File: config.mk
export PLATFORM = sky130hd
export DESIGN_NAME = cart_bank_map
export DESIGN_NICKNAME = d
export VERILOG_FILES = /design/src/rtl/cart_map_pkg.sv /design/src/rtl/cart_reg_file.sv /design/src/rtl/cart_prg_xlat.sv /design/src/rtl/cart_chr_xlat.sv /design/src/rtl/cart_nt_sel.sv /design/src/rtl/cart_bank_map.sv
export SDC_FILE = /design/constraint.sdc
export NUM_CORES = 1
export LEC_CHECK = 0
export CAP_MARGIN = 20
export CORE_UTILIZATION = 52
export CTS_CLUSTER_DIAMETER = 80
export DETAILED_ROUTE_END_ITERATION = 8
export MAX_ROUTING_LAYER = met4
export PLACE_DENSITY = 0.9
export SYNTH_ARGS = -nofsm -noshare
export SYNTH_HDL_FRONTEND = slang
export SYNTH_HIERARCHICAL = 1
export SYNTH_SLANG_ARGS = --single-unit
export TNS_END_PERCENT = 20
File: constraint.sdc
create_clock -name clk -period 1.73 [get_ports clk]
set_input_delay 0.346 -clock clk [delete_from_list [all_inputs] [get_ports clk]]
set_output_delay 0.346 -clock clk [all_outputs]
set_load 0.02 [all_outputs]
File: src/rtl/cart_map_pkg.sv
package cart_map_pkg;
  localparam int IDX_W     = 4;
  localparam int CHR_SLOTS = 8;
  localparam int SLOT_SEL_W = $clog2(CHR_SLOTS);
  localparam int PRG_OFF_W = 14;
  localparam int CHR_OFF_W = 10;
  localparam logic [IDX_W-1:0] IDX_PRG = 4'd8;
  localparam logic [IDX_W-1:0] IDX_MIR = 4'd9;

  typedef enum logic [1:0] {
    MIR_VERT   = 2'd0,
    MIR_HORZ   = 2'd1,
    MIR_ONE_LO = 2'd2,
    MIR_ONE_HI = 2'd3
  } mir_mode_e;
endpackage

File: src/rtl/cart_reg_file.sv
module cart_reg_file
  import cart_map_pkg::*;
#(
  parameter int PRG_BANK_W = 4,
  parameter int CHR_BANK_W = 8
) (
  input  logic                                    clk,
  input  logic                                    rst,
  input  logic                                    wr_en,
  input  logic [IDX_W-1:0]                        idx,
  input  logic [7:0]                              data,
  output logic [CHR_SLOTS-1:0][CHR_BANK_W-1:0]    chr_bank,
  output logic [PRG_BANK_W-1:0]                   prg_bank,
  output mir_mode_e                               mode
);
  logic unused_data;
  assign unused_data = ^data;

  // one register per character slot
  for (genvar s = 0; s < CHR_SLOTS; s++) begin : g_slot
    logic [CHR_BANK_W-1:0] q;
    always_ff @(posedge clk) begin
      if (rst)
        q <= '0;
      else if (wr_en && idx == IDX_W'(s))
        q <= data[CHR_BANK_W-1:0];
    end
    assign chr_bank[s] = q;
  end

  always_ff @(posedge clk) begin
    if (rst)
      prg_bank <= '0;
    else if (wr_en && idx == IDX_PRG)
      prg_bank <= data[PRG_BANK_W-1:0];
  end

  always_ff @(posedge clk) begin
    if (rst)
      mode <= MIR_VERT;
    else if (wr_en && idx == IDX_MIR)
      mode <= mir_mode_e'(data[1:0]);
  end
endmodule

File: src/rtl/cart_prg_xlat.sv
module cart_prg_xlat
  import cart_map_pkg::*;
#(
  parameter int PRG_BANK_W = 4,
  localparam int PRG_AW = PRG_BANK_W + PRG_OFF_W
) (
  input  logic                  clk,
  input  logic                  rst,
  input  logic [PRG_OFF_W:0]    cpu_off,
  input  logic [PRG_BANK_W-1:0] prg_bank,
  output logic [PRG_AW-1:0]     prg_addr
);
  localparam logic [PRG_BANK_W-1:0] LAST_BANK = '1;

  logic [PRG_BANK_W-1:0] bank_sel;
  assign bank_sel = cpu_off[PRG_OFF_W] ? LAST_BANK : prg_bank;

  always_ff @(posedge clk) begin
    if (rst) prg_addr <= '0;
    else     prg_addr <= {bank_sel, cpu_off[PRG_OFF_W-1:0]};
  end
endmodule

File: src/rtl/cart_chr_xlat.sv
module cart_chr_xlat
  import cart_map_pkg::*;
#(
  parameter int CHR_BANK_W = 8,
  localparam int CHR_AW = CHR_BANK_W + CHR_OFF_W
) (
  input  logic                                 clk,
  input  logic                                 rst,
  input  logic [CHR_OFF_W+SLOT_SEL_W-1:0]      ppu_off,
  input  logic [CHR_SLOTS-1:0][CHR_BANK_W-1:0] chr_bank,
  output logic [CHR_AW-1:0]                    chr_addr
);
  logic [SLOT_SEL_W-1:0] slot;
  assign slot = ppu_off[CHR_OFF_W +: SLOT_SEL_W];

  always_ff @(posedge clk) begin
    if (rst) chr_addr <= '0;
    else     chr_addr <= {chr_bank[slot], ppu_off[CHR_OFF_W-1:0]};
  end
endmodule

File: src/rtl/cart_nt_sel.sv
module cart_nt_sel
  import cart_map_pkg::*;
(
  input  logic      clk,
  input  logic      rst,
  input  logic [1:0] ppu_nt,
  input  mir_mode_e mode,
  output logic      nt_page
);
  logic page_d;
  always_comb begin
    unique case (mode)
      MIR_VERT:   page_d = ppu_nt[0];
      MIR_HORZ:   page_d = ppu_nt[1];
      MIR_ONE_LO: page_d = 1'b0;
      default:    page_d = 1'b1;
    endcase
  end

  always_ff @(posedge clk) begin
    if (rst) nt_page <= 1'b0;
    else     nt_page <= page_d;
  end
endmodule

File: src/rtl/cart_bank_map.sv
module cart_bank_map
  import cart_map_pkg::*;
#(
  parameter int PRG_BANK_W = 4,
  parameter int CHR_BANK_W = 8,
  localparam int PRG_AW = PRG_BANK_W + PRG_OFF_W,
  localparam int CHR_AW = CHR_BANK_W + CHR_OFF_W
) (
  input  logic              clk,
  input  logic              rst,
  input  logic [15:0]       cpu_addr,
  input  logic [7:0]        cpu_data,
  input  logic              cpu_wr,
  input  logic [13:0]       ppu_addr,
  output logic [PRG_AW-1:0] prg_addr,
  output logic [CHR_AW-1:0] chr_addr,
  output logic              nt_page
);
  logic                                 reg_wr;
  logic [CHR_SLOTS-1:0][CHR_BANK_W-1:0] chr_bank_q;
  logic [PRG_BANK_W-1:0]                prg_bank_q;
  mir_mode_e                            mode_q;
  logic                                 unused_ppu_hi;

  assign reg_wr        = cpu_wr & cpu_addr[15];
  assign unused_ppu_hi = ppu_addr[13];

  cart_reg_file #(.PRG_BANK_W(PRG_BANK_W), .CHR_BANK_W(CHR_BANK_W)) u_regs (
    .clk      (clk),
    .rst      (rst),
    .wr_en    (reg_wr),
    .idx      (cpu_addr[IDX_W-1:0]),
    .data     (cpu_data),
    .chr_bank (chr_bank_q),
    .prg_bank (prg_bank_q),
    .mode     (mode_q)
  );

  cart_prg_xlat #(.PRG_BANK_W(PRG_BANK_W)) u_prg (
    .clk      (clk),
    .rst      (rst),
    .cpu_off  (cpu_addr[PRG_OFF_W:0]),
    .prg_bank (prg_bank_q),
    .prg_addr (prg_addr)
  );

  cart_chr_xlat #(.CHR_BANK_W(CHR_BANK_W)) u_chr (
    .clk      (clk),
    .rst      (rst),
    .ppu_off  (ppu_addr[CHR_OFF_W+SLOT_SEL_W-1:0]),
    .chr_bank (chr_bank_q),
    .chr_addr (chr_addr)
  );

  cart_nt_sel u_nt (
    .clk     (clk),
    .rst     (rst),
    .ppu_nt  (ppu_addr[11:10]),
    .mode    (mode_q),
    .nt_page (nt_page)
  );
endmodule

-- After elaboration in Yosys (flattened, before gate mapping)
Cells that the tools add are included.
- register bits after elaboration: 107
- bits of input ports: 41
- output and inout port bits: 37
- word-level logic and storage cells: 42
- $lt $le $gt $ge: 1
- eq/ne operators: 11
- multiplexer cells: 4
- bitwise logic cells: 1
- reductions and logical operators: 12
- operators with widths (kind ; number):
    $bmux 8 s3 ; 1
    $eq 4x3->1 const B ; 4
    $logic_and 1x1->1 ; 10
    $eq 4x2->1 const B ; 2
    $eq 4x4->1 const B ; 2
    $mux 8 ; 1
    $eq 4x1->1 const B ; 1
    $logic_not 4->1 ; 1
    $lt 3x4->1 const B ; 1
    $mux 4 ; 1
    $pmux 1 s3 ; 1
    $eq 2x1->1 const B ; 1
    $eq 2x2->1 const B ; 1
    $logic_not 2->1 ; 1
    $and 1x1->1 ; 1

-- Longest topological paths before layout
- word-level depth: 2
- mapped depth: 5
- depth with buffers taken out: 4

-- Cells and area by module
The synthesis kept the hierarchy.
- by module, submodules not included (module ; instances ; cells each ; area an instance (um2) ; sequential area each (um2)):
    cart_reg_file ; 1 ; 253 ; 2800.2 ; 1401.3
    cart_chr_xlat ; 1 ; 66 ; 975.9 ; 360.3
    cart_prg_xlat ; 1 ; 37 ; 509.2 ; 360.3
    cart_nt_sel ; 1 ; 4 ; 38.8 ; 20.0
    cart_bank_map ; 1 ; 1 ; 6.3 ; 0.0

-- Worst setup path after synthesis
Ideal clock, no wire load.
- path kind: in2reg
- start: input ppu_addr[11]
- end: register u_chr.chr_addr[15]
- setup time: 0.128 ns
- arrival time: 1.249 ns
- required time: 1.602 ns
- setup slack: 0.354 ns
- stages: 5
- buffers on the path: 2
- cell sequence: buf_6 -> buf_12 -> mux4_2 -> mux2i_1 -> nor2_1
- cells in the longest elaborated chain, start to end: 2
- RTL lines (element ; RTL line ; source):
    start, declared ; cart_bank_map.sv:14 ; input logic [13:0] ppu_addr,
    $bmux 8 s3 ; cart_chr_xlat.sv:18 ; else chr_addr <= {chr_bank[slot], ppu_off[CHR_OFF_W-1:0]};
    $mux 8 (not written as such) ; cart_chr_xlat.sv:18 ;
    end signal, assigned ; cart_chr_xlat.sv:18 ;
    end, declared ; cart_chr_xlat.sv:11 ; output logic [CHR_AW-1:0] chr_addr
No other way between the ends. The select of a mux whose other input is x is not followed.
A chain may end at the register's enable or synchronous reset.

-- Worst setup path in the final report
- start: register u_chr.chr_addr[10]
- end: output chr_addr[10]
- RTL lines (element ; RTL line ; source):
    end, declared ; cart_bank_map.sv:16 ; output logic [CHR_AW-1:0] chr_addr,
No word-level cell between the ends.

==> results.tsv <==
stage	metric	value	unit
final_layout	final_common_cell	dfxtp_1	
timing	maxSlewHeadroom	72.6	%
critical_path	max_stage_delay	0.62	ns
critical_path	worstPathArrival	1.34	ns
final_layout	drive_gt1_share	11.5	%
floorplanning	io_pins	78	
timing	finalClockSkew	0.00531	ns
final_layout	nNetsFinal	480	
critical_path	cp-end-kind	output port	
floorplanning	fp.dieH	93.3	µm
final_layout	n_antenna_cell	0	
critical_path	cp.required	1.38	ns
clock_tree	cts_setup_buffers	0	
pwr	ir_worst_vdd	707	µV
final_layout	final_cell_count_no_fill	546	
timing	final.period_utilization	97.5	%
yosys	avgSynthCellArea	12.0	µm²
global_routing	antenna_found_initial	0	
global_routing	grt_pass1_vias	2955	
final_layout	layout_common_cells	107 x dfxtp_1, 78 x mux2i_1, 78 x nand2b_1	
yosys	syn_nets	402	
clock_tree	cts_buffer_depth	2	
clock_tree	clk_pin_slew_worst_paths	0.10	ns
clock_tree	clock_sinks	107	
critical_path	cp_cell_sequence	clkdlybuf4s50_1	
yosys	syn_inst	361	
yosys	synth-seq-cells	107	
critical_path	start_kind	flip-flop	
route	vias_per_cell	5.21	
floorplanning	die_w	93.3	µm
clock_tree	cts-root-buf	clkbuf_8	
timing	min_period	1.69	ns
critical_path	cp_slowest_cell	clkdlybuf4s50_1	
global_routing	grt_overflow	0	
timing	slew_violations	0	
placed_design	hpwl	6250	µm
route	drtIter0Drc	131	
global_routing	grt_pass1_wl	14600	µm
timing	grt_setup_unrepaired	false	
floorplanning	core_area	7890	µm²
critical_path	crit_type	flip-flop to output port	
yosys	ys_warn_count	6	
clock_tree	cts_buffers	9	
clock_tree	cts_htree_levels	3	
route	ant_nets	0	
yosys	synth_top_area_share	49.5	%
run_status	status	complete, no violations	
global_routing	gr-usage-all-layers	23.0	%
critical_path	critPathTopFamily	buffers and inverters	
worst_hold_path	hp-class	input port to flip-flop	
timing	hold_slack	0.430	ns
route	wl_per_cell	16.5	µm
route	via_count	2843	
yosys	ys_types	28	
yosys	syn_area	4330	µm²
floorplanning	start_util	54.9	%
global_routing	grt_max_degree	32	
critical_path	cp_num_buf_inv	1	
yosys	seq_area_frac_synth	49.5	%
yosys	synth_area_leaders	dfxtp_1 49%, mux2i_1 18%, nand2b_1 11%, mux4_1 4.9%, mux4_2 4.2%	
timing	setup_violations	0	
clock_tree	clk_latency	0.37	ns
yosys	synth_largest_area_cell	dfxtp_1	
pwr	power_density	811	nW/µm²
placed_design	routabilityCongestion	0.759	
placed_design	pre_cts_ws	-0.255	ns
route	drc	0	
timing	tightest_slew	0.411	ns
placed_design	place_inst	530	
timing	worst_slack	0.0439	ns
final_layout	n_fill_cell	583	
pwr	p_leak	0.00250	µW
clock_tree	cts_tree	built	
placed_design	port_buffers	76	
timing	hold_viol	0	
floorplanning	dieArea	8700	µm²
floorplanning	row_count	32	
critical_path	crit_fanout	1	
run	drv_cap	0	
timing	fmax	593	MHz
final_layout	syn_to_final_growth	25.4	%
route	routed_wl	8990	µm
route	first_pass_iters	4	
-- stage by stage --
stage | area [µm²] | util (%) | total power (µW) | setup TNS (ns)
2_1_floorplan | 4330 | - | 2810 | 0
3_3_place_gp | 5240 | 66.4 | 3020 | -4.29
3_5_place_dp | 5240 | 66.4 | 3030 | -5.78
4_1_cts | 5430 | 68.8 | 4440 | 0
5_1_grt | 5430 | 68.9 | 4580 | 0
6_report | 5430 | 68.9 | 4400 | 0
-- what timing repair did --
item                       in CTS  in global routing
resized for setup               0                  1
setup endpoints to repair       0                  1
hold buffers                    0                  0
-- cell usage after synthesis --
master    instances
clkbuf_4          1
mux4_1            8
nand3_4           1
buf_6             2
and3_1            1
nand3_1           1
buf_12            1
o21ba_1           4
buf_1             3
nand2_2           6
nand2b_1         78
nor2b_1          16
nand2_1           2
nor2_1            9
buf_4             2
clkbuf_2          2
o21ai_0           1
mux4_2            8
mux2i_1          78
and3b_2           2
nor3b_4           1
and2b_1          10
dfxtp_1         107
a21oi_1           1
or3b_1            1
buf_2             3
clkbuf_1         11
and2_1            1
-- logic make-up (layout without fill, tap and decap cells) --
| kind of cell | Yosys count | count (layout) | synth area share (%) |
|---|---|---|---|
| AOI/OAI and AO/OA | 6 | 6 | 1.16 |
| buffers and inverters | 25 | 108 | 3.29 |
| DFF | 107 | 107 | 49.5 |
| muxes | 94 | 94 | 27.0 |
| and+or+nand+nor | 129 | 129 | 19.0 |
-- sequential cells by signal, summed over array words and instances, names as in the netlist --
register / flops
u_chr/chr_addr: 18
u_nt/nt_page: 1
u_prg/prg_addr: 18
u_regs/prg_bank: 4
u_regs/g_slot.q: 64
u_regs/mode: 2
-- report_power, final --
group          internal [µW]  total [µW]  leakage, µW  switching, µW
sequential              2510        2520     0.000870           14.8
combinational            253         450      0.00154            197
clock                    575        1430    0.0000891            852
total                   3340        4400      0.00250           1060
-- metal layers --
metal,track usage [%],vias to the layer above,wire length [µm]
li1,-,1377,-
met1,26.5,1361,3960
met3,6.42,9,573
met4,6.15,0,99
met5,-,-,0
met2,39.4,96,4350
-- path summary, 6_finish.rpt --
path | cells after the start | from | slack, ns | to
worst min register to register | 1 | u_regs/prg_bank[2] | 0.48 | u_prg/prg_addr[16]
worst max-delay path | 1 | u_chr/chr_addr[10] | 0.04 | chr_addr[10]
worst min-delay path | 2 | rst | 0.43 | u_prg/prg_addr[14]
worst max register to register | 3 | u_regs/g_slot[3].q[3] | 0.58 | u_chr/chr_addr[13]
-- cell type report --
type | instances | area, µm² | area share, %
timing repair buffer | 92 | 928 | 17.1
clock inverter | 6 | 50.0 | 0.921
sequential | 107 | 2140 | 39.4
clock buffer | 10 | 138 | 2.53
multi-input combinational | 229 | 2050 | 37.7
tap | 102 | 128 | 2.35
Power figures use the tool's default switching activity.
